## src/rtl/pwr_guard_pkg.sv

```systemverilog
package pwr_guard_pkg;
  typedef enum logic [1:0] {
    GS_INHIBIT = 2'd0,
    GS_STARTUP = 2'd1,
    GS_READY   = 2'd2
  } guard_state_e;
endpackage

```

## src/rtl/pwr_guard_sync.sv

```systemverilog
module pwr_guard_sync #(
  parameter int unsigned WIDTH  = 3,
  parameter int unsigned STAGES = 2
) (
  input  logic             clk_i,
  input  logic             rst_ni,
  input  logic [WIDTH-1:0] d_i,
  output logic [WIDTH-1:0] q_o
);
  logic [STAGES-1:0][WIDTH-1:0] stg_q;

  for (genvar s = 0; s < STAGES; s++) begin : g_stage
    always_ff @(posedge clk_i or negedge rst_ni) begin
      if (!rst_ni) stg_q[s] <= '0;
      else if (s == 0) stg_q[s] <= d_i;
      else stg_q[s] <= stg_q[(s == 0) ? 0 : s-1];
    end
  end

  assign q_o = stg_q[STAGES-1];
endmodule

```

## src/rtl/pwr_guard_timer.sv

```systemverilog
module pwr_guard_timer #(
  parameter int unsigned LIMIT = 500000,
  localparam int unsigned CNT_W = $clog2(LIMIT + 1)
) (
  input  logic             clk_i,
  input  logic             rst_ni,
  input  logic             run_i,
  output logic             done_o,
  output logic [CNT_W-1:0] cnt_o
);
  logic [CNT_W-1:0] cnt_q;

  always_ff @(posedge clk_i or negedge rst_ni) begin
    if (!rst_ni) cnt_q <= '0;
    else if (!run_i) cnt_q <= '0;
    else if (!done_o) cnt_q <= cnt_q + 1'b1;
  end

  assign done_o = run_i && (cnt_q == CNT_W'(LIMIT - 1));
  assign cnt_o  = cnt_q;
endmodule

```

## src/rtl/pwr_guard_fsm.sv

```systemverilog
module pwr_guard_fsm
  import pwr_guard_pkg::*;
(
  input  logic         clk_i,
  input  logic         rst_ni,
  input  logic         start_i,
  input  logic         inhibit_i,
  input  logic         done_i,
  input  logic         busy_i,
  output guard_state_e state_o,
  output logic         abort_o
);
  guard_state_e state_q, state_d;
  logic         abort_q;

  always_comb begin
    state_d = state_q;
    unique case (state_q)
      GS_INHIBIT: if (!inhibit_i && start_i) state_d = GS_STARTUP;
      GS_STARTUP: begin
        if (inhibit_i) state_d = GS_INHIBIT;
        else if (done_i) state_d = GS_READY;
      end
      GS_READY:   if (inhibit_i) state_d = GS_INHIBIT;
      default:    state_d = GS_INHIBIT;
    endcase
  end

  always_ff @(posedge clk_i or negedge rst_ni) begin
    if (!rst_ni) begin
      state_q <= GS_INHIBIT;
      abort_q <= 1'b0;
    end else begin
      state_q <= state_d;
      abort_q <= (state_q == GS_READY) && inhibit_i && busy_i;
    end
  end

  assign state_o = state_q;
  assign abort_o = abort_q;
endmodule

```

## src/rtl/pwr_guard.sv

```systemverilog
module pwr_guard
  import pwr_guard_pkg::*;
#(
  parameter int unsigned CLK_HZ      = 250_000_000,
  parameter int unsigned STARTUP_US  = 2000,
  parameter int unsigned SYNC_STAGES = 2
) (
  input  logic clk_i,
  input  logic rst_ni,
  input  logic start_lvl_i,
  input  logic core_ok_i,
  input  logic io_ok_i,
  input  logic busy_i,
  output logic ready_o,
  output logic ce_hold_o,
  output logic we_hold_o,
  output logic abort_o
);
  localparam int unsigned TICKS_US    = CLK_HZ / 1_000_000;
  localparam int unsigned WAIT_RAW    = TICKS_US * STARTUP_US;
  localparam int unsigned WAIT_CYCLES = (WAIT_RAW == 0) ? 1 : WAIT_RAW;
  localparam int unsigned CNT_W       = $clog2(WAIT_CYCLES + 1);

  logic [2:0]       flags_s;
  logic             start_s, core_s, io_s, inhibit, tmr_done;
  logic [CNT_W-1:0] tmr_cnt;
  guard_state_e     state;

  pwr_guard_sync #(.WIDTH(3), .STAGES(SYNC_STAGES)) u_sync (
    .clk_i, .rst_ni,
    .d_i ({start_lvl_i, core_ok_i, io_ok_i}),
    .q_o (flags_s)
  );

  assign {start_s, core_s, io_s} = flags_s;
  assign inhibit = !core_s || !io_s;

  // count only while in startup with the start level present
  pwr_guard_timer #(.LIMIT(WAIT_CYCLES)) u_timer (
    .clk_i, .rst_ni,
    .run_i  ((state == GS_STARTUP) && start_s && !inhibit),
    .done_o (tmr_done),
    .cnt_o  (tmr_cnt)
  );

  pwr_guard_fsm u_fsm (
    .clk_i, .rst_ni,
    .start_i   (start_s),
    .inhibit_i (inhibit),
    .done_i    (tmr_done),
    .busy_i,
    .state_o   (state),
    .abort_o
  );

  assign ready_o   = (state == GS_READY);
  assign ce_hold_o = !ready_o;
  assign we_hold_o = (state != GS_READY);
endmodule

```

## config.mk

```make
export PLATFORM = sky130hd
export DESIGN_NAME = pwr_guard
export DESIGN_NICKNAME = d
export VERILOG_FILES = /design/src/rtl/pwr_guard_pkg.sv /design/src/rtl/pwr_guard_sync.sv /design/src/rtl/pwr_guard_timer.sv /design/src/rtl/pwr_guard_fsm.sv /design/src/rtl/pwr_guard.sv
export SDC_FILE = /design/constraint.sdc
export NUM_CORES = 1
export LEC_CHECK = 0
export BUFFER_PORTS_ARGS = -buffer_cell sky130_fd_sc_hd__buf_4
export CORE_ASPECT_RATIO = 0.8
export CORE_MARGIN = 1.5
export CORE_UTILIZATION = 25
export DETAILED_ROUTE_END_ITERATION = 6
export SLEW_MARGIN = 20
export SYNTH_ARGS = -nofsm -noshare
export SYNTH_HDL_FRONTEND = slang
export SYNTH_SLANG_ARGS = --single-unit
```

## constraint.sdc

```tcl
create_clock -name clk_i -period 3.3 [get_ports clk_i]
set_input_delay 0.165 -clock clk_i [delete_from_list [all_inputs] [get_ports clk_i]]
set_output_delay 0.165 -clock clk_i [all_outputs]
set_load 0.05 [all_outputs]
```

==> reports/qor.yml, run 1 <==
hpwl_um: 1750
yosys_warnings: 0
synth_fa_ha_area_share_pct: 0.962
synthToLayoutAreaGrowth_pct: 17.7
initial_core_util_pct: 26.0
diodes: 0
hold_viol_final: 0
route.met2.wl_um: 1030
crit_slowest_cell: "or4_1"
p_leak_nw: 0.614
yosys.area_share.simple_pct: 26.7
cts_setup_buffers: 0
ctsRootBufferMaster: "clkbuf_8"
cp-end-kind: "flop"
period_minus_slack_ns: 1.90
synth_xor_area_share_pct: 4.71
finalMaxSlewViolations: 0
routed_wl_um: 2410
fin_crit_sh_pct: 57.7
top_layer_used: "met4"
io_buffers: 9
cp_num_buf_inv: 0
ctsResizeCount: 0
cpPeakStageDelay_ns: 0.52
dr.pass1.iters: 4
syn_area_mm2: 0.00130
place.gp.congestion: 0.794
grt_overflow: 0
grt_pass1_vias: 816
drv_cap: 0
avgViaCountPerCell: 4.89
irDropWorstVdd_v: 0.000144
via_count: 983
synth_seq_area_share_pct: 53.8
tightestPinTransition_ns: 0.554
cp.arrival_ns: 2.11
synth.area.mux_share_pct: 1.54
max-slew-margin-rel_pct: 62.6
detail_route.drc_violations: 0
wl_met3_um: 73
fill_cells: 533
yosys_register_bits: 28
startpoint_type: "flop"
tritoncts: "done"
fmaxAchievable_ghz: 0.525
clk_pin_slew_ns: 0.10
cp_cell_sequence: "ha_1, and4_1, nand4_4, or4_1, a21oi_1"
htree_levels: 1
drive_gt1_share_pct: 12.2
synth_edf_count: 0
synth_area_leader_cell: "dfrtp_1"
antenna_left: 0
power_uw: 637
rows: 23
outcome: "completed"
rsz0062_at_grt: "false"
setup_viol: 0
synth.avg_cell_area_um2: 10.3
synth_top_area_share_pct: 53.8
pin_count: 10
required_ns: 3.51
synth_cells: 126
wl_met1_um: 1300
min_path_type: "primary input to flop"
hold_buffers: 4
power_density_mw_per_mm2: 416
synthFlopType: "dfrtp_1"
worst_skew_pair.late_latency_ns: 0.28
worstSetupPathType: "flop to flop"
synth-compound-area-share_pct: 9.90
path_delay_family: "simple AND/OR/NAND/NOR gates"
grt_max_degree: 29
fin_tns_setup_ns: 0
seqCellArea_um2: 701
multi_input_area_um2: 571
syn_nets: 133
worstPathMaxFanout: 6
routedWlPerCell_um: 12.0
ys_top_cells_by_area: "dfrtp_1, nor2_1, nand4_1, nand3_1, o21ai_0"
antenna_found_initial: 0
clock_skew_ns: 0.00607
coreArea_mm2: 0.00501
track_usage_pct: 9.12
grt_pass1_wl_um: 4050
cts_buffer_depth: 2
synth_cell_type_count: 36
cts.sink_count: 28
drt_iter0_markers: 92
dieArea_mm2: 0.00565
final_nets: 147
die_y_um: 67.5
die_w_um: 83.7
cts_buffers: 3
async_flop_share_pct: 100
synth_top_family_by_area: "simple AND/OR/NAND/NOR gates"
## report_power, final
part           switching, mW  leakage [nW]  internal [mW]
Sequential           0.00175         0.377          0.347
Combinational         0.0103         0.202        0.00848
Clock                  0.107        0.0357          0.162
## registers in the layout, indices dropped and copies added (netlist names)
signal         flops
u_fsm.abort_o      1
u_fsm.state_o      2
u_timer.cnt_o     19
u_sync.q_o         3
u_sync.stg_q       3
## cells by family (layout without fill, tap and decap cells)
group           after synthesis  count (layout)
simple gates                 61              61
mux                           2               2
compound gates               22              22
xor+xnor                      7               7
flops                        28              28
buf+inv                       5              18
fa+ha+maj                     1               1
## layout by cell type (no fill, tap or decap), types with 3 or more instances in the layout
cell type	count
dfrtp_1	28
nor2_1	11
nand2_1	9
buf_4	9
nand3_1	7
o21ai_0	7
nand4_1	6
a21oi_1	6
nor3_1	5
xnor2_1	4
or3_1	4
dlygate4sd3_1	4
and3_1	3
xor2_1	3
a31oi_1	3
clkbuf_8	3
## routing by layer
layer	vias to the layer above	track usage (%)
met2	13	12.6
met1	479	13.8
met5	-	0
met4	0	1.23
met3	2	3.30
li1	489	-
## final timing paths
check                                 start           endpoint  slack, ns  cells after the start
setup / recovery           u_timer.cnt_o[0]  u_timer.cnt_o[18]       1.40                      5
hold / removal                       busy_i      u_fsm.abort_o       0.11                      2
setup reg to reg           u_timer.cnt_o[0]  u_timer.cnt_o[18]       1.40                      5
hold reg to reg             u_sync.stg_q[0]      u_sync.q_o[0]       0.35                      0
max in group asynchronous            rst_ni    u_sync.stg_q[2]       2.70                      2
min in group asynchronous            rst_ni  u_timer.cnt_o[10]       0.34                      2
## through the flow
step | instances | utilization (%) | instance area (um^2) | hold slack (ns) | setup WS (ns)
after global placement | 193 | 28.4 | 1420 | 0.108 | 1.44
after floorplan | 126 | - | 1300 | -0.131 | 1.58
after detailed placement | 193 | 28.4 | 1420 | 0.106 | 1.41
final | 201 | 30.6 | 1530 | 0.113 | 1.40
after CTS | 201 | 30.6 | 1530 | 0.108 | 1.38
after global routing | 201 | 30.6 | 1530 | 0.112 | 1.27
## synthesized netlist by cell type (3+ instances only)
| cell type | number |
|---|---|
| xor2_1 | 3 |
| a21oi_1 | 6 |
| xnor2_1 | 4 |
| nor2_1 | 11 |
| a31oi_1 | 3 |
| nor3_1 | 5 |
| nand2_1 | 9 |
| o21ai_0 | 7 |
| dfrtp_1 | 28 |
| and3_1 | 3 |
| nand3_1 | 7 |
| or3_1 | 4 |
| nand4_1 | 6 |
## layout make-up
type | count | share of cell area (%)
Clock inverter | 1 | 1.96
Sequential cell | 28 | 45.8
Multi-Input combinational cell | 93 | 37.3
Clock buffer | 3 | 2.70
Tap cell | 62 | 5.07
Timing Repair Buffer | 13 | 7.03
Inverter | 1 | 0.245
No activity file was read; power rests on OpenSTA's default activity.
==> run 2, diff against run 1 <==
Clock period 3.3 ns to 1.8 ns, I/O delays scaled along.
==> run 2 against run 1 <==
  * Sequential share of layout area is 2.6 points lower
  * Sequential cell count stayed put
  * Routed wire length is 6.7% higher
  * Via count is 0.71% higher
  * Count of clock-buffer cells in the layout stayed put
  * Worst hold slack worse by 0.064 ns
  * Cell count is 5.5% higher
  * Sequential power is 83% higher
  * Total power is 83% higher
  * Register-to-register slack worse by 1.3 ns
  * Largest cell class unchanged
==> reports/qor.yml, run 2 (synthesis gave the netlist of run 1 again) <==
outcome: "completed"
p_leak_nw: 0.669
hold_viol_final: 0
antenna_left: 0
antenna_found_initial: 0
routedWlPerCell_um: 12.1
min_from: "busy_i"
cts_buffers: 3
fill_cells: 526
final_nets: 158
postLayoutCellArea_mm2: 0.00163
dr.pass1.iters: 4
track_usage_pct: 10.0
cp-end-kind: "flop"
cp_num_buf_inv: 0
cpPeakStageDelay_ns: 0.51
holdPathEnd: "u_fsm.abort_o"
cp.arrival_ns: 1.93
via_count: 990
placed_cell_area_mm2: 0.00149
worstSetupPathType: "flop to flop"
whs_ns: 0.0490
clock_skew_ns: 0.00543
rows: 23
fin_tns_setup_ns: 0
avgViaCountPerCell: 4.67
initial_core_util_pct: 26.0
die_y_um: 67.5
cp_cell_sequence: "ha_2, and4_4, nand4_4, or4_1, a21oi_1"
place.gp.congestion: 0.839
io_buffers: 9
worstSetupStartpoint: "u_timer.cnt_o[1]"
hpwl_um: 1820
drive_gt1_share_pct: 20.7
drt_iter0_markers: 71
die_w_um: 83.7
routed_wl_um: 2570
largest_reg_flops: 19
coreArea_mm2: 0.00501
worst_skew_pair.late_latency_ns: 0.27
reg2reg_to: "u_timer.cnt_o[18]"
detail_route.drc_violations: 0
irDropWorstVdd_v: 0.000326
dieArea_mm2: 0.00565
r2r_start: "u_timer.cnt_o[1]"
grt_pass1_vias: 908
drv_cap: 0
crit_slowest_cell: "or4_1"
grt_max_degree: 29
htree_levels: 1
mostFrequentLayoutCells: "dfrtp_1, buf_4, nor2_1, nand2_1"
fmaxAchievable_ghz: 0.577
tritoncts: "done"
pin_count: 10
synthToLayoutAreaGrowth_pct: 24.9
min_path_type: "primary input to flop"
max-slew-margin-rel_pct: 66.1
rrSetupSlack_ns: 0.07
cts.sink_count: 28
min_path_cells: 2
grt_overflow: 0
grt_pass1_wl_um: 4540
rsz0062_at_grt: "true"
clk_pin_slew_ns: 0.10
fin_crit_sh_pct: 96.2
required_ns: 2.00
power_density_mw_per_mm2: 717
startpoint_type: "flop"
worstPathMaxFanout: 5
diodes: 0
finalMaxSlewViolations: 0
r2r_cells: 5
cts_buffer_depth: 2
setup_viol: 0
tightestPinTransition_ns: 0.503
ctsRootBufferMaster: "clkbuf_8"
layout_commonest_cell: "dfrtp_1"
period_minus_slack_ns: 1.73
path_delay_family: "simple AND/OR/NAND/NOR gates"
==> run 2: cell types whose count changed in the layout (fill, tap and decap cells not counted), sizes merged <==
cell	delta
buf	+11
==> run 2: worst max path at each step <==
stage          slack (ns)                 to  cells past startpoint
5_1_grt             -0.03  u_timer.cnt_o[18]                      5
3_5_place_dp         0.08  u_timer.cnt_o[18]                      5
3_3_place_gp         0.09  u_timer.cnt_o[18]                      5
6_report             0.07  u_timer.cnt_o[18]                      5
2_1_floorplan        0.08  u_timer.cnt_o[18]                      6
4_1_cts              0.04  u_timer.cnt_o[18]                      5
==> run 2: final cells by class <==
type                       instances  area [um^2]  area share, %
clock buffer                       3         41.3           2.54
timing repair buffer              24          190           11.7
multi-input combinational         93          582           35.8
sequential                        28          701           43.1
inverter                           1         3.75          0.231
clock inverter                     1         30.0           1.85
tap                               62         77.6           4.77
==> run 2: worst reg2reg max path, cell delays in order (launching register included) <==
cell and delay (ns):
dfrtp_1 0.40, ha_2 0.22, and4_4 0.26, nand4_4 0.12
or4_1 0.51, a21oi_1 0.15
==> run 2: per-layer routing <==
metal | GRT usage [%] | vias to the layer above | part of all wire, %
met5 | 0 | - | 0
met4 | 2.87 | 0 | 0.47
met3 | 2.20 | 2 | 2.1
met2 | 14.5 | 10 | 43
met1 | 15.0 | 468 | 54
li1 | - | 510 | -
==> run 2: power breakdown <==
part | internal (mW) | switching, mW
Combinational | 0.0159 | 0.0192
Clock | 0.297 | 0.194
Sequential | 0.637 | 0.00305
Total | 0.950 | 0.216
==> run 2: stage by stage <==
| stage | utilization [%] | std cells | worst slack (ns) | total power [mW] |
|---|---|---|---|---|
| final | 32.5 | 212 | 0.0681 | 1.17 |
| after global routing | 32.5 | 212 | -0.0332 | 1.21 |
| after CTS | 31.9 | 210 | 0.0441 | 1.18 |
| after detailed placement | 29.7 | 202 | 0.0769 | 0.682 |
| after global placement | 29.7 | 202 | 0.0886 | 0.682 |
| after floorplan | - | 126 | 0.0819 | 0.659 |
==> run 2: what timing repair did <==
item | CTS | global route
buffers inserted | 0 | 2
hold endpoints to repair | 31 | 0
hold buffers | 4 | 0
resized for setup | 0 | 4
endpoints found under the setup margin | 0 | 4
